File: src/rtl/lmc_pkg.sv
package lmc_pkg;
  localparam int OP_W = 4;

  localparam logic [OP_W-1:0] OP_NOP      = 4'd0;
  localparam logic [OP_W-1:0] OP_VCMP     = 4'd1;
  localparam logic [OP_W-1:0] OP_SAVE     = 4'd2;
  localparam logic [OP_W-1:0] OP_AND_VCC  = 4'd3;
  localparam logic [OP_W-1:0] OP_INV      = 4'd4;
  localparam logic [OP_W-1:0] OP_AND_SREG = 4'd5;
  localparam logic [OP_W-1:0] OP_RESTORE  = 4'd6;
  localparam logic [OP_W-1:0] OP_BR_CZ    = 4'd7;
  localparam logic [OP_W-1:0] OP_BR_EZ    = 4'd8;

  typedef struct packed {
    logic vcmp;
    logic save;
    logic and_vcc;
    logic inv;
    logic and_sreg;
    logic restore;
    logic br_cz;
    logic br_ez;
    logic adv;
  } ctrl_t;
endpackage

File: src/rtl/lmc_decode.sv
module lmc_decode
  import lmc_pkg::*;
(
  input  logic            valid_i,
  input  logic [OP_W-1:0] op_i,
  output ctrl_t           ctrl_o
);
  always_comb begin
    ctrl_o = '0;
    if (valid_i) begin
      ctrl_o.adv = 1'b1;
      case (op_i)
        OP_VCMP:     ctrl_o.vcmp     = 1'b1;
        OP_SAVE:     ctrl_o.save     = 1'b1;
        OP_AND_VCC:  ctrl_o.and_vcc  = 1'b1;
        OP_INV:      ctrl_o.inv      = 1'b1;
        OP_AND_SREG: ctrl_o.and_sreg = 1'b1;
        OP_RESTORE:  ctrl_o.restore  = 1'b1;
        OP_BR_CZ:    ctrl_o.br_cz    = 1'b1;
        OP_BR_EZ:    ctrl_o.br_ez    = 1'b1;
        default:     ;
      endcase
    end
  end
endmodule

File: src/rtl/lmc_mask_regs.sv
module lmc_mask_regs
  import lmc_pkg::*;
#(
  parameter int LANES = 8,
  parameter int NSREG = 4,
  localparam int SEL_W = $clog2(NSREG)
) (
  input  logic             clk,
  input  logic             rst_ni,
  input  ctrl_t            ctrl_i,
  input  logic [SEL_W-1:0] sel_i,
  input  logic [LANES-1:0] cmp_i,
  output logic [LANES-1:0] exec_q,
  output logic [LANES-1:0] vcc_q
);
  logic [LANES-1:0] exec_d, vcc_d;
  logic             exec_en, vcc_en;
  logic [LANES-1:0] sreg_q [NSREG];
  logic [LANES-1:0] sreg_rd;

  assign sreg_rd = sreg_q[sel_i];
  assign exec_en = ctrl_i.and_vcc | ctrl_i.inv | ctrl_i.and_sreg | ctrl_i.restore;
  assign vcc_en  = ctrl_i.vcmp;

  always_comb begin
    exec_d = exec_q;
    vcc_d  = vcc_q;
    if (ctrl_i.vcmp)     vcc_d  = (vcc_q & ~exec_q) | (cmp_i & exec_q);
    if (ctrl_i.and_vcc)  exec_d = exec_q & vcc_q;
    if (ctrl_i.inv)      exec_d = ~exec_q;
    if (ctrl_i.and_sreg) exec_d = exec_q & sreg_rd;
    if (ctrl_i.restore)  exec_d = sreg_rd;
  end

  always_ff @(posedge clk or negedge rst_ni) begin
    if (!rst_ni) begin
      exec_q <= '1;
      vcc_q  <= '0;
    end else begin
      if (exec_en) exec_q <= exec_d;
      if (vcc_en)  vcc_q  <= vcc_d;
    end
  end

  for (genvar g = 0; g < NSREG; g++) begin : g_sreg
    logic wr_en;
    assign wr_en = ctrl_i.save && (sel_i == SEL_W'(g));
    always_ff @(posedge clk or negedge rst_ni) begin
      if (!rst_ni)    sreg_q[g] <= '0;
      else if (wr_en) sreg_q[g] <= exec_q;
    end
  end


  vcmp_inactive_hold_chk: assert property (@(posedge clk) disable iff (!rst_ni)
    ctrl_i.vcmp |=> ((vcc_q & ~$past(exec_q)) == ($past(vcc_q) & ~$past(exec_q))));


  exec_invert_chk: assert property (@(posedge clk) disable iff (!rst_ni)
    ctrl_i.inv |=> (exec_q == ~$past(exec_q)));


  exec_restore_chk: assert property (@(posedge clk) disable iff (!rst_ni)
    ctrl_i.restore |=> (exec_q == $past(sreg_rd)));


  idle_masks_stable_chk: assert property (@(posedge clk) disable iff (!rst_ni)
    (ctrl_i == '0) |=> ($stable(exec_q) && $stable(vcc_q)));
endmodule

File: src/rtl/lmc_seq.sv
module lmc_seq
  import lmc_pkg::*;
#(
  parameter int LANES = 8,
  parameter int PC_W  = 16
) (
  input  logic             clk,
  input  logic             rst_ni,
  input  ctrl_t            ctrl_i,
  input  logic [LANES-1:0] exec_i,
  input  logic [LANES-1:0] vcc_i,
  input  logic [PC_W-1:0]  tgt_i,
  output logic [PC_W-1:0]  pc_q,
  output logic             taken_q
);
  logic            take;
  logic [PC_W-1:0] pc_d;

  always_comb begin
    take = (ctrl_i.br_cz && (vcc_i == '0)) || (ctrl_i.br_ez && (exec_i == '0));
    pc_d = take ? tgt_i : pc_q + PC_W'(1);
  end

  always_ff @(posedge clk or negedge rst_ni) begin
    if (!rst_ni) begin
      pc_q    <= '0;
      taken_q <= 1'b0;
    end else begin
      taken_q <= take;
      if (ctrl_i.adv) pc_q <= pc_d;
    end
  end


  pc_step_chk: assert property (@(posedge clk) disable iff (!rst_ni)
    (ctrl_i.adv && !taken_q && !ctrl_i.br_cz && !ctrl_i.br_ez) |=> (pc_q == $past(pc_q) + PC_W'(1)));


  execz_branch_chk: assert property (@(posedge clk) disable iff (!rst_ni)
    (ctrl_i.br_ez && exec_i == '0) |=> (taken_q && pc_q == $past(tgt_i)));


  vccz_fall_through_chk: assert property (@(posedge clk) disable iff (!rst_ni)
    (ctrl_i.br_cz && vcc_i != '0) |=> !taken_q);


  idle_no_branch_chk: assert property (@(posedge clk) disable iff (!rst_ni)
    !ctrl_i.adv |=> (!taken_q && $stable(pc_q)));
endmodule

File: src/rtl/lane_mask_ctrl.sv
module lane_mask_ctrl
  import lmc_pkg::*;
#(
  parameter int LANES = 8,
  parameter int NSREG = 4,
  parameter int PC_W  = 16,
  localparam int SEL_W = $clog2(NSREG)
) (
  input  logic             clk,
  input  logic             rst_n,
  input  logic             instr_valid,
  input  logic [OP_W-1:0]  opcode,
  input  logic [SEL_W-1:0] sreg_sel,
  input  logic [LANES-1:0] lane_cmp,
  input  logic [PC_W-1:0]  br_target,
  output logic [LANES-1:0] exec_mask,
  output logic             br_taken,
  output logic [PC_W-1:0]  pc_next
);
  logic [1:0]       rst_sync;
  logic             rst_i;
  ctrl_t            ctrl;
  logic [LANES-1:0] vcc;

  always_ff @(posedge clk or negedge rst_n) begin
    if (!rst_n) rst_sync <= 2'b00;
    else        rst_sync <= {rst_sync[0], 1'b1};
  end
  assign rst_i = rst_sync[1];

  lmc_decode u_dec (
    .valid_i (instr_valid),
    .op_i    (opcode),
    .ctrl_o  (ctrl)
  );

  lmc_mask_regs #(.LANES(LANES), .NSREG(NSREG)) u_regs (
    .clk    (clk),
    .rst_ni (rst_i),
    .ctrl_i (ctrl),
    .sel_i  (sreg_sel),
    .cmp_i  (lane_cmp),
    .exec_q (exec_mask),
    .vcc_q  (vcc)
  );

  lmc_seq #(.LANES(LANES), .PC_W(PC_W)) u_seq (
    .clk     (clk),
    .rst_ni  (rst_i),
    .ctrl_i  (ctrl),
    .exec_i  (exec_mask),
    .vcc_i   (vcc),
    .tgt_i   (br_target),
    .pc_q    (pc_next),
    .taken_q (br_taken)
  );
endmodule

File: config.mk
export PLATFORM = sky130hd
export DESIGN_NAME = lane_mask_ctrl
export DESIGN_NICKNAME = d
export VERILOG_FILES = /design/src/rtl/lmc_pkg.sv /design/src/rtl/lmc_decode.sv /design/src/rtl/lmc_mask_regs.sv /design/src/rtl/lmc_seq.sv /design/src/rtl/lane_mask_ctrl.sv
export SDC_FILE = /design/constraint.sdc
export NUM_CORES = 1
export LEC_CHECK = 0
export BUFFER_PORTS_ARGS = -buffer_cell sky130_fd_sc_hd__buf_2
export CORE_MARGIN = 4
export CORE_UTILIZATION = 58
export CTS_BUF_LIST = sky130_fd_sc_hd__clkbuf_8 sky130_fd_sc_hd__clkbuf_16
export CTS_CLUSTER_SIZE = 20
export DETAILED_ROUTE_END_ITERATION = 8
export PLACE_DENSITY_LB_ADDON = 0.25
export RECOVER_POWER = 50
export SLEW_MARGIN = 25
export SYNTH_ARGS = -nofsm -noshare
export SYNTH_HDL_FRONTEND = slang
export SYNTH_SLANG_ARGS = --single-unit
File: constraint.sdc
create_clock -name clk -period 5.8 [get_ports clk]
set_input_delay 0.58 -clock clk [delete_from_list [all_inputs] [get_ports clk]]
set_output_delay 0.58 -clock clk [all_outputs]
set_load 0.05 [all_outputs]
# After elaboration in Yosys (flattened, before gate mapping)
# Index checks and enable logic that the tools add are counted.
[classes]
muxes = 17
n_reduce_logical = 12
addsub = 1
n_bitwise = 10
n_eq_ne = 11
magnitude_cmp = 1
[op_table]
columns = ["operator", "n"]
rows = [
  ["8-bit 2-to-1 mux", 6],
  ["8-bit AND", 4],
  ["16-bit by 1-bit adder with 16-bit output (second input constant)", 1],
  ["8-bit binary-select mux with 2-bit select", 1],
  ["4-bit by 3-bit equality test with 1-bit output (second input constant)", 4],
  ["8-bit logical NOT", 2],
  ["16-bit 2-to-1 mux", 1],
  ["9-bit 2-to-1 mux", 1],
  ["4-bit by 2-bit equality test with 1-bit output (second input constant)", 2],
  ["1-bit 2-to-1 mux", 8],
  ["8-bit NOT", 1],
  ["8-bit bitwise OR", 1],
  ["1-bit logical AND", 6],
  ["2-bit equality test (second input constant)", 2],
  ["4-bit by 1-bit equality test with 1-bit output (second input constant)", 1],
  ["4-bit equality test (second input constant)", 1],
  ["4-bit nonzero test", 1],
  ["3-bit >= comparator (second input constant)", 1],
  ["2-bit NOT with 3-bit output", 1],
  ["1-bit bitwise OR", 3],
  ["2-bit by 1-bit equality test with 1-bit output (second input constant)", 1],
  ["2-bit logical NOT", 1],
  ["2-bit AND reduction", 1],
  ["1-bit logical OR", 1],
]
[word_totals]
word_cells = 61
inputBits = 33
reg_bits = 67

# Longest topological paths before layout
# Gate-level depths: netlist of the first run.
[logic_depth]
word_depth = 7
ltp_mapped = 6

# Modules after synthesis
# Synthesis of the first run repeated with hierarchy kept, for this count alone.
[hier_totals]
cells_unflattened = 318
area_unflattened_um2 = 3594.7
[by_module_without_submodules]
columns = ["mod", "cells_per_inst", "n_inst", "area_per_inst_um2"]
rows = [
  ["lmc_mask_regs", 172, 1, 2307.2],
  ["lmc_seq", 128, 1, 1156.1],
  ["lmc_decode", 15, 1, 77.6],
  ["lane_mask_ctrl", 3, 1, 53.8],
]

# Worst setup path before layout of the first run
# Ideal clock, no wire load.
[synth_path]
kind = "reg-to-reg"
startpoint = "reg u_seq.pc_q[0]"
endpoint = "reg u_seq.pc_q[14]"
setup_time_ns = 0.069
required_time_ns = 5.731
path_slack_ns = 3.737
path_stages_with_launch = 7
period_less_slack_ns = 2.063
arrival_ns = 1.994
path_buffers = 0
cell_sequence = "dfrtp_1 ha_1 nand3_1 nor3_1 nand2_1 or4_1 nand3_1"
[synth_between]
elab_chain_len = 2
[synth_lines]
columns = ["element", "line", "source"]
rows = [
  ["from (decl)", "lmc_seq.sv:13", "output logic [PC_W-1:0] pc_q,"],
  ["from (signal assigned)", "lmc_seq.sv:30", "if (ctrl_i.adv) pc_q <= pc_d;"],
  ["16-bit by 1-bit adder with 16-bit output", "lmc_seq.sv:21", "pc_d = take ? tgt_i : pc_q + PC_W'(1);"],
  ["16-bit 2-to-1 mux", "lmc_seq.sv:21", ""],
]
# No other way between the ends.
# A chain may end at the register's enable or synchronous reset.

# Worst setup path after layout of the first run
[layout_path]
startpoint = "in instr_valid"
endpoint = "reg u_seq.pc_q[15]"
[layout_between]
elab_chain_len = 4
elab_cells_between_ends = 5
classes_between = "2 x mux; 3 x reduce/logical"
[layout_lines]
columns = ["element", "line", "source"]
rows = [
  ["from (decl)", "lane_mask_ctrl.sv:11", "input logic instr_valid,"],
  ["9-bit 2-to-1 mux *", "lmc_decode.sv:10", "if (valid_i) begin"],
  ["1-bit logical AND", "lmc_seq.sv:20", "take = (ctrl_i.br_cz && (vcc_i == '0)) || (ctrl_i.br_ez && (exec_i == '0));"],
  ["1-bit logical OR", "lmc_seq.sv:20", ""],
  ["16-bit 2-to-1 mux", "lmc_seq.sv:21", ""],
]
# Every way passes the cells marked *; elsewhere a longest branch is shown, timed or not.

==> results of run 1 <==
==> routing by layer <==
layer  vias to the layer above  global-route usage  routed length [um]
li1                       1201                   -                   -
met1                      1316               0.297                3300
met2                        86               0.359                3780
met3                        13              0.0494                 502
met4                         0              0.0980                 145
met5                         -                   0                   0
==> metrics by stage <==
stage	total power, mW	setup WS [ns]
6_report	1.58	3.18
5_1_grt	1.66	3.06
4_1_cts	1.59	3.72
3_5_place_dp	1.18	3.38
3_3_place_gp	1.16	3.40
2_1_floorplan	1.04	3.74
==> logic make-up (layout without fill, tap and decap cells) <==
logic type	after synthesis	in the layout	synth area share
flops	67	67	0.502
other cells	1	1	0.00112
buf+inv	21	82	0.0279
compound gates	63	63	0.133
mux	50	50	0.194
fa+ha+maj	1	1	0.00372
xor+xnor	1	1	0.00261
simple gates	87	87	0.136
==> path summary, 6_finish.rpt <==
kind | endpoint | cells after the start | slack (ns) | start
max reg2reg | u_seq.pc_q[13] | 5 | 3.64 | flip-flop
max | u_seq.pc_q[15] | 6 | 3.18 | instr_valid
min in group clk | rst_sync[1] | 0 | 0.36 | rst_sync[0]
min | rst_sync[0] | 1 | 0.01 | rst_n
max in group asynchronous | u_seq.pc_q[11] | 1 | 4.82 | rst_sync[1]
min reg2reg | rst_sync[1] | 0 | 0.36 | rst_sync[0]
==> power by group <==
group / switching (mW) / internal (mW) / leakage [nW]
clock: 0.176 / 0.237 / 0.112
sequential: 0.0950 / 0.562 / 0.845
combinational: 0.354 / 0.153 / 0.859
==> area by class of cell <==
type / count / area [um2]
fillers: 441 / 1700
multi-input cells: 203 / 1580
flip-flops and latches: 67 / 1690
clock buffers: 9 / 124
repair buffers: 58 / 279
inverters: 8 / 30.0
clock inverters: 7 / 85.1
well taps: 72 / 90.1
==> placed cells by master, fill, tap and decap left out, types with 9 or more instances in the layout <==
cell type  count
dfrtp_1       58
buf_2         46
mux2_2        40
nand2_1       35
nand3_1       13
o21ai_0       12
clkbuf_1      11
nor2_1        10
inv_1          9
clkbuf_8       9
==> results by group, run 1 <==
Placement
  – Placed cell count: just over 400
  – GPL Wtd Cong: 0.827
  – Port Buffer Count: 57
  – Post-place instance area: 0.00368 mm2
  – Final HPWL DP: approximately 5.2 mm

Timing
  – Final Slew Violations: 0
  – Post-layout min period: 2.62 ns
  – Worst Skew: 0.00553 ns
  – Final period utilization: 0.452
  – RSZ-0062 raised after global routing: no
  – Fmax: 0.382 GHz
  – Max_slew headroom: 0.232
  – Final Hold Viols: 0
  – Worst Tran Pin Value: 1.15 ns
  – Hold Slack: 0.0135 ns
  – Setup violations, final: 0
  – Post-route setup TNS: 0 ns

Yosys
  – Avg Inst Size Synth: 11.5 um2
  – Dominant cells by area after synthesis: dfrtp_1 44%, mux2_2 13%, dfstp_2 6.3%
  – Commonest cells post-synth: 59 x dfrtp_1, 40 x mux2_2, 35 x nand2_1
  – Post-synth top area cell: dfrtp_1
  – Cells after Synth: 291
  – Post-synth EDFFs: 0
  – Syn_nets: approximately 330
  – Top-count cell post-synth: dfrtp_1
  – Async SR Flop Fraction: 1.00
  – Cell variety after synth: 52
  – Synth warnings: 0
  – Seq cells post-synth: 67
  – Register area share after synthesis: 0.502
  – Synth top area share: 0.439
  – Post-synth top flop: dfrtp_1
  – Post-Synthesis Cell Area: 0.00336 mm2

Floorplanning
  – Initial Utilization: 0.603
  – Die W: 84.1 um
  – Die height: 84.1 um
  – Full die area: 0.00707 mm2
  – Row cnt: 27
  – Core area: between 0.005 and 0.006 mm2
  – I/O Pins: 58

Job
  – Max Cap Violations: 0

Finish
  – Final Non-Filler Cells: 424
  – Layout cells sized above 1: 0.355
  – Diode count: 0
  – Nets: 381
  – Final Util: 0.695
  – Design area: 0.00387 mm2
  – Area Overhead vs Synth: 15.3%

Power
  – Pwr/cell area: a little over 400 mW/mm2
  – Leak: 1.82 nW
  – VDD IR max: 267 uV

Outcome
  – Status: finished clean

Global routing
  – Grt total ovfl: 0
  – Largest net degree at the start of global routing: 66
  – First-pass GRT wire length: 12.8 mm
  – Total global-route track usage: 0.226
  – Vias in the first global route: approximately 2600
  – Initial antenna violation count: 0

Setup path
  – Crit path buf inv count: 2
  – Max incr delay on CP: 0.83 ns
  – Worst-path fanout max: 28
  – Worst setup SP type: input pin
  – Crit path kind: input pin to flip-flop
  – CP Cell Sequence: clkbuf_1, inv_2, nor4_1, and3_1, a211o_1, o211a_1
  – Worst EP required: 6.08 ns
  – Critical path endpoint category: flip-flop
  – CP top delay family: buffers and inverters
  – Crit path DAT: 2.90 ns
  – Crit path max-delay cell type: clkbuf_1

Min path
  – Hold Crit Class: input pin to async pin

Detailed routing
  – Drt pass-1 iters: 4
  – Drt wl/cell: 18.2 um
  – Final ANT Viol Nets: 0
  – DRT Wirelength: 7.73 mm
  – Via/cell ratio: 6.17
  – Drc violations: 0
  – Initial DRC count: around 140
  – Via count: 2616

Clocking
  – Htree depth: 3
  – Clock slew at reported path FFs: approximately 0.07 ns
  – CTS max path bufs: 2
  – Clock tree sinks: 67
  – Root Buffer: clkbuf_8
  – Skew-Pair Late Insertion Delay: 0.34 ns
  – Post-CTS Resized: 0
  – TritonCTS clock tree: yes
  – Cts hold-fix bufs: 0
  – Number of CTS-inserted buffers: 9
  – Post-CTS setup buffers: 0
No activity file was read; power rests on OpenSTA's default activity.
==> run 2, diff against run 1 <==
--- a/config.mk
+++ b/config.mk
@@ -7,7 +7,7 @@
 export LEC_CHECK = 0
 export BUFFER_PORTS_ARGS = -buffer_cell sky130_fd_sc_hd__buf_2
 export CORE_MARGIN = 4
-export CORE_UTILIZATION = 58
+export CORE_UTILIZATION = 56
 export CTS_BUF_LIST = sky130_fd_sc_hd__clkbuf_8 sky130_fd_sc_hd__clkbuf_16
 export CTS_CLUSTER_SIZE = 20
 export DETAILED_ROUTE_END_ITERATION = 8
==> constraint.sdc (replaced) <==
create_clock -name clk -period 2.7 [get_ports clk]
set_input_delay 0.27 -clock clk [delete_from_list [all_inputs] [get_ports clk]]
set_output_delay 0.27 -clock clk [all_outputs]
set_load 0.05 [all_outputs]
==> run 2 against run 1 <==
Compared with the run above:
- die area up 3.2%
- utilization is 0.78 points lower
- total power is 120% higher
- flip-flop and latch count is the same
- setup slack lost 2.7 ns
- combinational power rose by 120%
- first-iteration DRC count increased by 93%
- the flow now finishes with violations (capacitance limit, slew limit)
- critical path depth stayed put
- count of clock-buffer cells in the layout unchanged
- cell area increased by 0.68%
- hold slack better by 0.13 ns
==> results by group, run 2 (synthesis results as in run 1) <==
Floorplanning
  – Die height: 85.5 um (+1.6%)
  – Full die area: 0.00730 mm2 (+3.2%)
  – Initial Utilization: 0.592 (-0.0108)
  – Core area: 0.00568 mm2 (+1.8%)
  – I/O Pins: 58 (unchanged)
  – Die W: 85.5 um (+1.6%)
  – Row cnt: 27 (unchanged)

Setup path
  – Crit path DAT: 2.43 ns (-0.47 ns)
  – Worst setup SP type: input pin
  – Crit path max-delay cell type: clkbuf_1
  – Max incr delay on CP: 0.80 ns (-0.03 ns)
  – Worst EP required: 2.94 ns (-3.14 ns)
  – Crit path kind: input pin to flip-flop
  – Critical path endpoint category: flip-flop
  – CP Cell Sequence: clkbuf_1, inv_2, nor4_1, and3_1, nand3_1, o211a_1
  – Worst-path fanout max: 28 (unchanged)

Power
  – Leak: 1.83 nW (+0.66%)
  – Sw Ratio: 0.399 (+0.00290)
  – Pwr/cell area: 879 mW/mm2 (+120%)
  – VDD IR max: 652 uV (+140%)
  – Seq pwr share: 0.411 (-0.005)
  – P_sw: 1.37 mW (+120%)
  – Clock power frac: 0.267 (+0.005)
  – Total power: 3.43 mW (+120%)
  – Comb pwr share: 0.322 (about the same)
  – Internal power: 2.06 mW (+120%)

Clocking
  – CTS max path bufs: 2 (unchanged)
  – Number of CTS-inserted buffers: 9 (unchanged)
  – Clock slew at reported path FFs: 0.08 ns (about the same)
  – Clock tree sinks: 67 (unchanged)
  – Post-CTS setup buffers: 0 (unchanged)
  – Post-CTS Resized: 0 (unchanged)
  – Cts hold-fix bufs: 1 (+1)
  – Root Buffer: clkbuf_8
  – Skew-Pair Late Insertion Delay: 0.35 ns (about the same)
  – Htree depth: 3 (unchanged)
  – TritonCTS clock tree: yes

Detailed routing
  – DRT Wirelength: 7.76 mm (+0.39%)
  – Initial DRC count: 261 (+93%)
  – Final ANT Viol Nets: 0 (unchanged)
  – Drt pass-1 iters: 7 (+3)
  – Via/cell ratio: 6.18 (+0.22%)
  – Drc violations: 0 (unchanged)
  – Via count: 2634 (+0.69%)
  – Drt wl/cell: 18.2 um (about the same)

Finish
  – Final Util: 0.687 (-0.00778)
  – Diode count: 0 (unchanged)
  – Area Overhead vs Synth: 16.1%
  – Nets: 383 (+0.52%)
  – Commonest non-fill, non-tap cell in the layout: dfrtp_1
  – Layout cells sized above 1: 0.367 (+0.0121)
  – Most frequent cells in the layout: 58 x dfrtp_1, 49 x buf_2, 40 x mux2_2

Timing
  – Max_slew headroom: -0.0511 (-0.283)
  – Post-route setup TNS: 0 ns (unchanged)
  – Hold Slack: 0.148 ns (+0.134 ns)
  – RSZ-0062 raised after global routing: no
  – Worst Tran Pin Value: 1.58 ns (+0.425 ns)
  – Worst Skew: 0.00853 ns (+0.00300 ns)
  – Setup violations, final: 0 (unchanged)
  – Final Hold Viols: 0 (unchanged)
  – Final Slew Violations: 66 (+66)
  – Final period utilization: 0.808
  – Fmax: 0.458 GHz
  – Post-layout min period: 2.18 ns

Job
  – Max Cap Violations: 1 (+1)

Global routing
  – First-pass GRT wire length: 12.8 mm (about the same)
  – Grt total ovfl: 0 (unchanged)
  – Initial antenna violation count: 0 (unchanged)
  – Vias in the first global route: 2542 (-2.5%)
  – Total global-route track usage: 0.224 (-0.00113)
  – Largest net degree at the start of global routing: 66 (unchanged)

Placement
  – GPL Wtd Cong: 0.830 (+0.33%)
  – Final HPWL DP: 5.34 mm (+2.7%)
  – Port Buffer Count: 57 (unchanged)

Outcome
  – Failing checks: capacitance limit, slew limit
  – Status: finished, violations left

Min path
  – Hold Crit Class: input pin to flip-flop
run 2: worst max-delay path: cells and delay by family:
family	cells	cell delay [ns]
simple gates	3	1.00
compound gates	1	0.12
buf+inv	2	1.03
run 2: area by class of cell:
type	instances	area [um2]
Tap cell	72	90.1
Timing Repair Buffer	60	298
Fill cell	416	1780
Multi-Input combinational cell	203	1580
Clock buffer	9	124
Sequential cell	67	1690
Clock inverter	7	92.6
Inverter	8	30.0
run 2: path summary, 6_finish.rpt:
check                                  from        endpoint  slack [ns]  cells after the start
worst max-delay path            instr_valid  u_seq.pc_q[15]        0.52                      6
worst min-delay path            lane_cmp[0]       flip-flop        0.15                      2
worst max register to register    flip-flop  u_seq.pc_q[13]        0.58                      5
worst min register to register  rst_sync[0]     rst_sync[1]        0.36                      0
max in group asynchronous       rst_sync[1]       async pin        1.01                      1
min in group asynchronous             rst_n     rst_sync[0]        0.22                      2
run 2: stage by stage:
step | std cells | instance area [um2] | setup slack [ns]
global route | 426 | 3900 | 0.273
CTS | 426 | 3910 | 0.634
finish | 426 | 3900 | 0.517
global placement | 409 | 3690 | 0.650
floorplan | 291 | 3360 | 0.637
detailed placement | 409 | 3690 | 0.646
run 2: power by group through the flow:
stage | registers, mW | clock network (mW) | logic, mW
6_report | 1.41 | 0.914 | 1.11
5_1_grt | 1.44 | 0.980 | 1.18
4_1_cts | 1.40 | 0.933 | 1.12
3_5_place_dp | 1.42 | 0 | 1.11
3_3_place_gp | 1.41 | 0 | 1.09
2_1_floorplan | 1.83 | 0 | 0.413
run 2: routing by layer:
layer  up-vias  track usage  share of wire
met5         -            0              0
met4         0       0.0619          0.012
met3        13       0.0670          0.073
met2       100        0.335           0.47
met1      1310        0.319           0.44
li1       1211            -              -
==> run 3, diff against run 2 <==
--- a/config.mk
+++ b/config.mk
@@ -7,7 +7,7 @@
 export LEC_CHECK = 0
 export BUFFER_PORTS_ARGS = -buffer_cell sky130_fd_sc_hd__buf_2
 export CORE_MARGIN = 4
-export CORE_UTILIZATION = 56
+export CORE_UTILIZATION = 50
 export CTS_BUF_LIST = sky130_fd_sc_hd__clkbuf_8 sky130_fd_sc_hd__clkbuf_16
 export CTS_CLUSTER_SIZE = 20
 export DETAILED_ROUTE_END_ITERATION = 8
==> constraint.sdc (replaced) <==
create_clock -name clk -period 1.9 [get_ports clk]
set_input_delay 0.19 -clock clk [delete_from_list [all_inputs] [get_ports clk]]
set_output_delay 0.19 -clock clk [all_outputs]
set_load 0.05 [all_outputs]
==> run 3 against run 2 <==
Compared with the run above:
- the run now ends clean
- final cell count grew 5.9%
- highest routed layer unchanged
- largest cell class unchanged
- critical path depth is the same
- cell area grew 4.0%
- flip-flop and latch count is the same
- sequential share of layout area shrank 1.6 points
- register-to-register slack lost 0.44 ns
- count of clock-buffer cells in the layout grew 1
- critical endpoint is now u_seq.pc_q[2]
- setup slack lost 0.37 ns
- clock skew shrank 0.0030 ns
- non-clock buffer count grew 20
==> results by group, run 3 (synthesis results as in run 1) <==
Setup path
  – R2R setup slack: 0.14 ns (-0.44 ns)
  – CP Cell Sequence: nor4_1, nand3_2, buf_4, and2_4, mux2i_1, a22oi_1
  – Critical path endpoint category: flip-flop
  – Worst-case reg-to-reg path depth: 6 (+1)
  – Crit path max-delay cell type: dfstp_2
  – WP depth: 6 (unchanged)
  – Worst setup SP type: flip-flop
  – Reg2reg start: u_regs.exec_q[4]
  – Crit path DAT: 1.98 ns (-0.45 ns)
  – CP top delay family: flip-flops
  – Worst-path fanout max: 21 (-25%)
  – Max incr delay on CP: 0.62 ns (-0.18 ns)
  – Crit path buf inv count: 1 (-1)
  – Worst EP required: 2.12 ns (-0.82 ns)
  – Crit path kind: flip-flop to flip-flop
  – FF-to-FF End: u_seq.pc_q[2]

Floorplanning
  – Initial Utilization: 0.523 (-0.0688)
  – Full die area: 0.00809 mm2 (+11%)
  – Core area: 0.00642 mm2 (+13%)
  – Row cnt: 29 (+7.4%)
  – Die W: 90.0 um (+5.3%)
  – I/O Pins: 58 (unchanged)
  – Die height: 90.0 um (+5.3%)

Clocking
  – Root Buffer: clkbuf_8
  – CTS max path bufs: 2 (unchanged)
  – Clock tree sinks: 67 (unchanged)
  – Clock slew at reported path FFs: 0.07 ns (about the same)
  – Post-CTS setup buffers: 0 (unchanged)
  – Skew-Pair Late Insertion Delay: 0.35 ns (about the same)
  – Number of CTS-inserted buffers: 9 (unchanged)
  – Htree depth: 3 (unchanged)
  – TritonCTS clock tree: yes

Global routing
  – Vias in the first global route: 2678 (+5.4%)
  – Total global-route track usage: 0.211 (-0.0134)
  – Grt total ovfl: 0 (unchanged)
  – Initial antenna violation count: 0 (unchanged)
  – Largest net degree at the start of global routing: 27 (-59%)
  – First-pass GRT wire length: 13.6 mm (+5.9%)

Finish
  – Nets: 403 (+5.2%)
  – Commonest non-fill, non-tap cell in the layout: dfrtp_1
  – Final Non-Filler Cells: 451 (+5.9%)
  – Area Overhead vs Synth: 20.7%
  – Most frequent cells in the layout: 57 x dfrtp_1, 54 x buf_2, 40 x mux2_2
  – Layout cells sized above 1: 0.425 (+0.0579)
  – Diode count: 0 (unchanged)

Detailed routing
  – Drt wl/cell: 18.1 um (-0.87%)
  – Drc violations: 0 (unchanged)
  – DRT Wirelength: 8.14 mm (+4.9%)
  – Final ANT Viol Nets: 0 (unchanged)
  – Initial DRC count: 205 (-21%)
  – Drt pass-1 iters: 6 (-1)
  – Via/cell ratio: 6.03 (-2.5%)
  – Via count: 2720 (+3.3%)

Outcome
  – Status: finished clean

Timing
  – Final Hold Viols: 0 (unchanged)
  – RSZ-0062 raised after global routing: no
  – Worst Skew: 0.00553 ns (-0.00299 ns)
  – Worst Tran Pin Value: 0.872 ns (-0.704 ns)
  – Max_slew headroom: 0.418 (+0.470)
  – Post-layout min period: 1.76 ns
  – Fmax: 0.570 GHz
  – Setup violations, final: 0 (unchanged)
  – Post-route setup TNS: 0 ns (unchanged)
  – Final period utilization: 0.924
  – Final Slew Violations: 0 (-100%)
  – Hold Slack: 0.0737 ns (-0.0739 ns)

Power
  – VDD IR max: 530 uV (-19%)
  – Leak: 1.92 nW (+5.1%)
  – Pwr/cell area: 1200 mW/mm2 (+37%)

Placement
  – Final HPWL DP: 5.73 mm (+7.2%)
  – Port Buffer Count: 57 (unchanged)
  – Placed cell count: 434 (+6.1%)
  – GPL Wtd Cong: 0.802 (-3.3%)

Min path
  – Hold Crit Class: input pin to flip-flop
  – Min-delay src: lane_cmp[1]
  – Hold Crit Depth: 2 (unchanged)

Job
  – Max Cap Violations: 0 (-1)
==> run 3: cell count changes in the layout (fill, tap and decap cells not counted), sizes merged <==
cell,delta
inv,-1
clkinv,+1
bufinv,-1
buf,+21
==> run 3: how the worst max path moves through the flow <==
stage	from	end
final	u_regs.exec_q[4]	u_seq.pc_q[2]
after global routing	u_regs.exec_q[4]	u_seq.pc_q[10]
after CTS	u_regs.exec_q[4]	u_seq.pc_q[11]
after detailed placement	sreg_sel[0]	u_regs.exec_q[2]
after global placement	u_regs.exec_q[4]	u_seq.pc_q[11]
after floorplan	u_seq.pc_q[0]	u_seq.pc_q[14]
==> run 3: report_power, final <==
| group | switching [mW] | internal [mW] | leakage [nW] |
|---|---|---|---|
| clock | 0.569 | 0.641 | 0.0987 |
| sequential | 0.263 | 1.71 | 0.844 |
| combinational | 1.14 | 0.540 | 0.978 |
| total | 1.97 | 2.89 | 1.92 |
==> run 3: area by class of cell <==
class,count,area [um2]
Clock buffer,10,138
Clock inverter,6,63.8
Fill cell,522,2370
Inverter,8,30.0
Multi-Input combinational cell,203,1600
Sequential cell,67,1690
Tap cell,77,96.3
Timing Repair Buffer,80,440
==> run 3: routing by layer <==
layer  global-route usage  routed length, um
met2                0.321               3960
met1                0.299               3620
met3               0.0534                441
met4               0.0651                115
met5                    0                  0
==> run 3: metrics by stage <==
step	utilization	area, um2	worst slack (ns)	power (mW)
after detailed placement	0.603	3870	0.138	3.66
final	0.632	4060	0.145	4.87
after global placement	0.603	3870	0.125	3.62
after global routing	0.632	4060	0.0301	5.13
after CTS	0.636	4080	0.122	4.89
after floorplan	-	3360	0.00808	3.19
==> run 3: repair_timing <==
| action | in CTS | in global routing |
|---|---|---|
| endpoints found under the hold margin | 2 | 0 |
| gates resized for setup | 0 | 4 |
| hold buffers | 1 | 0 |
| endpoints found under the setup margin | 0 | 7 |
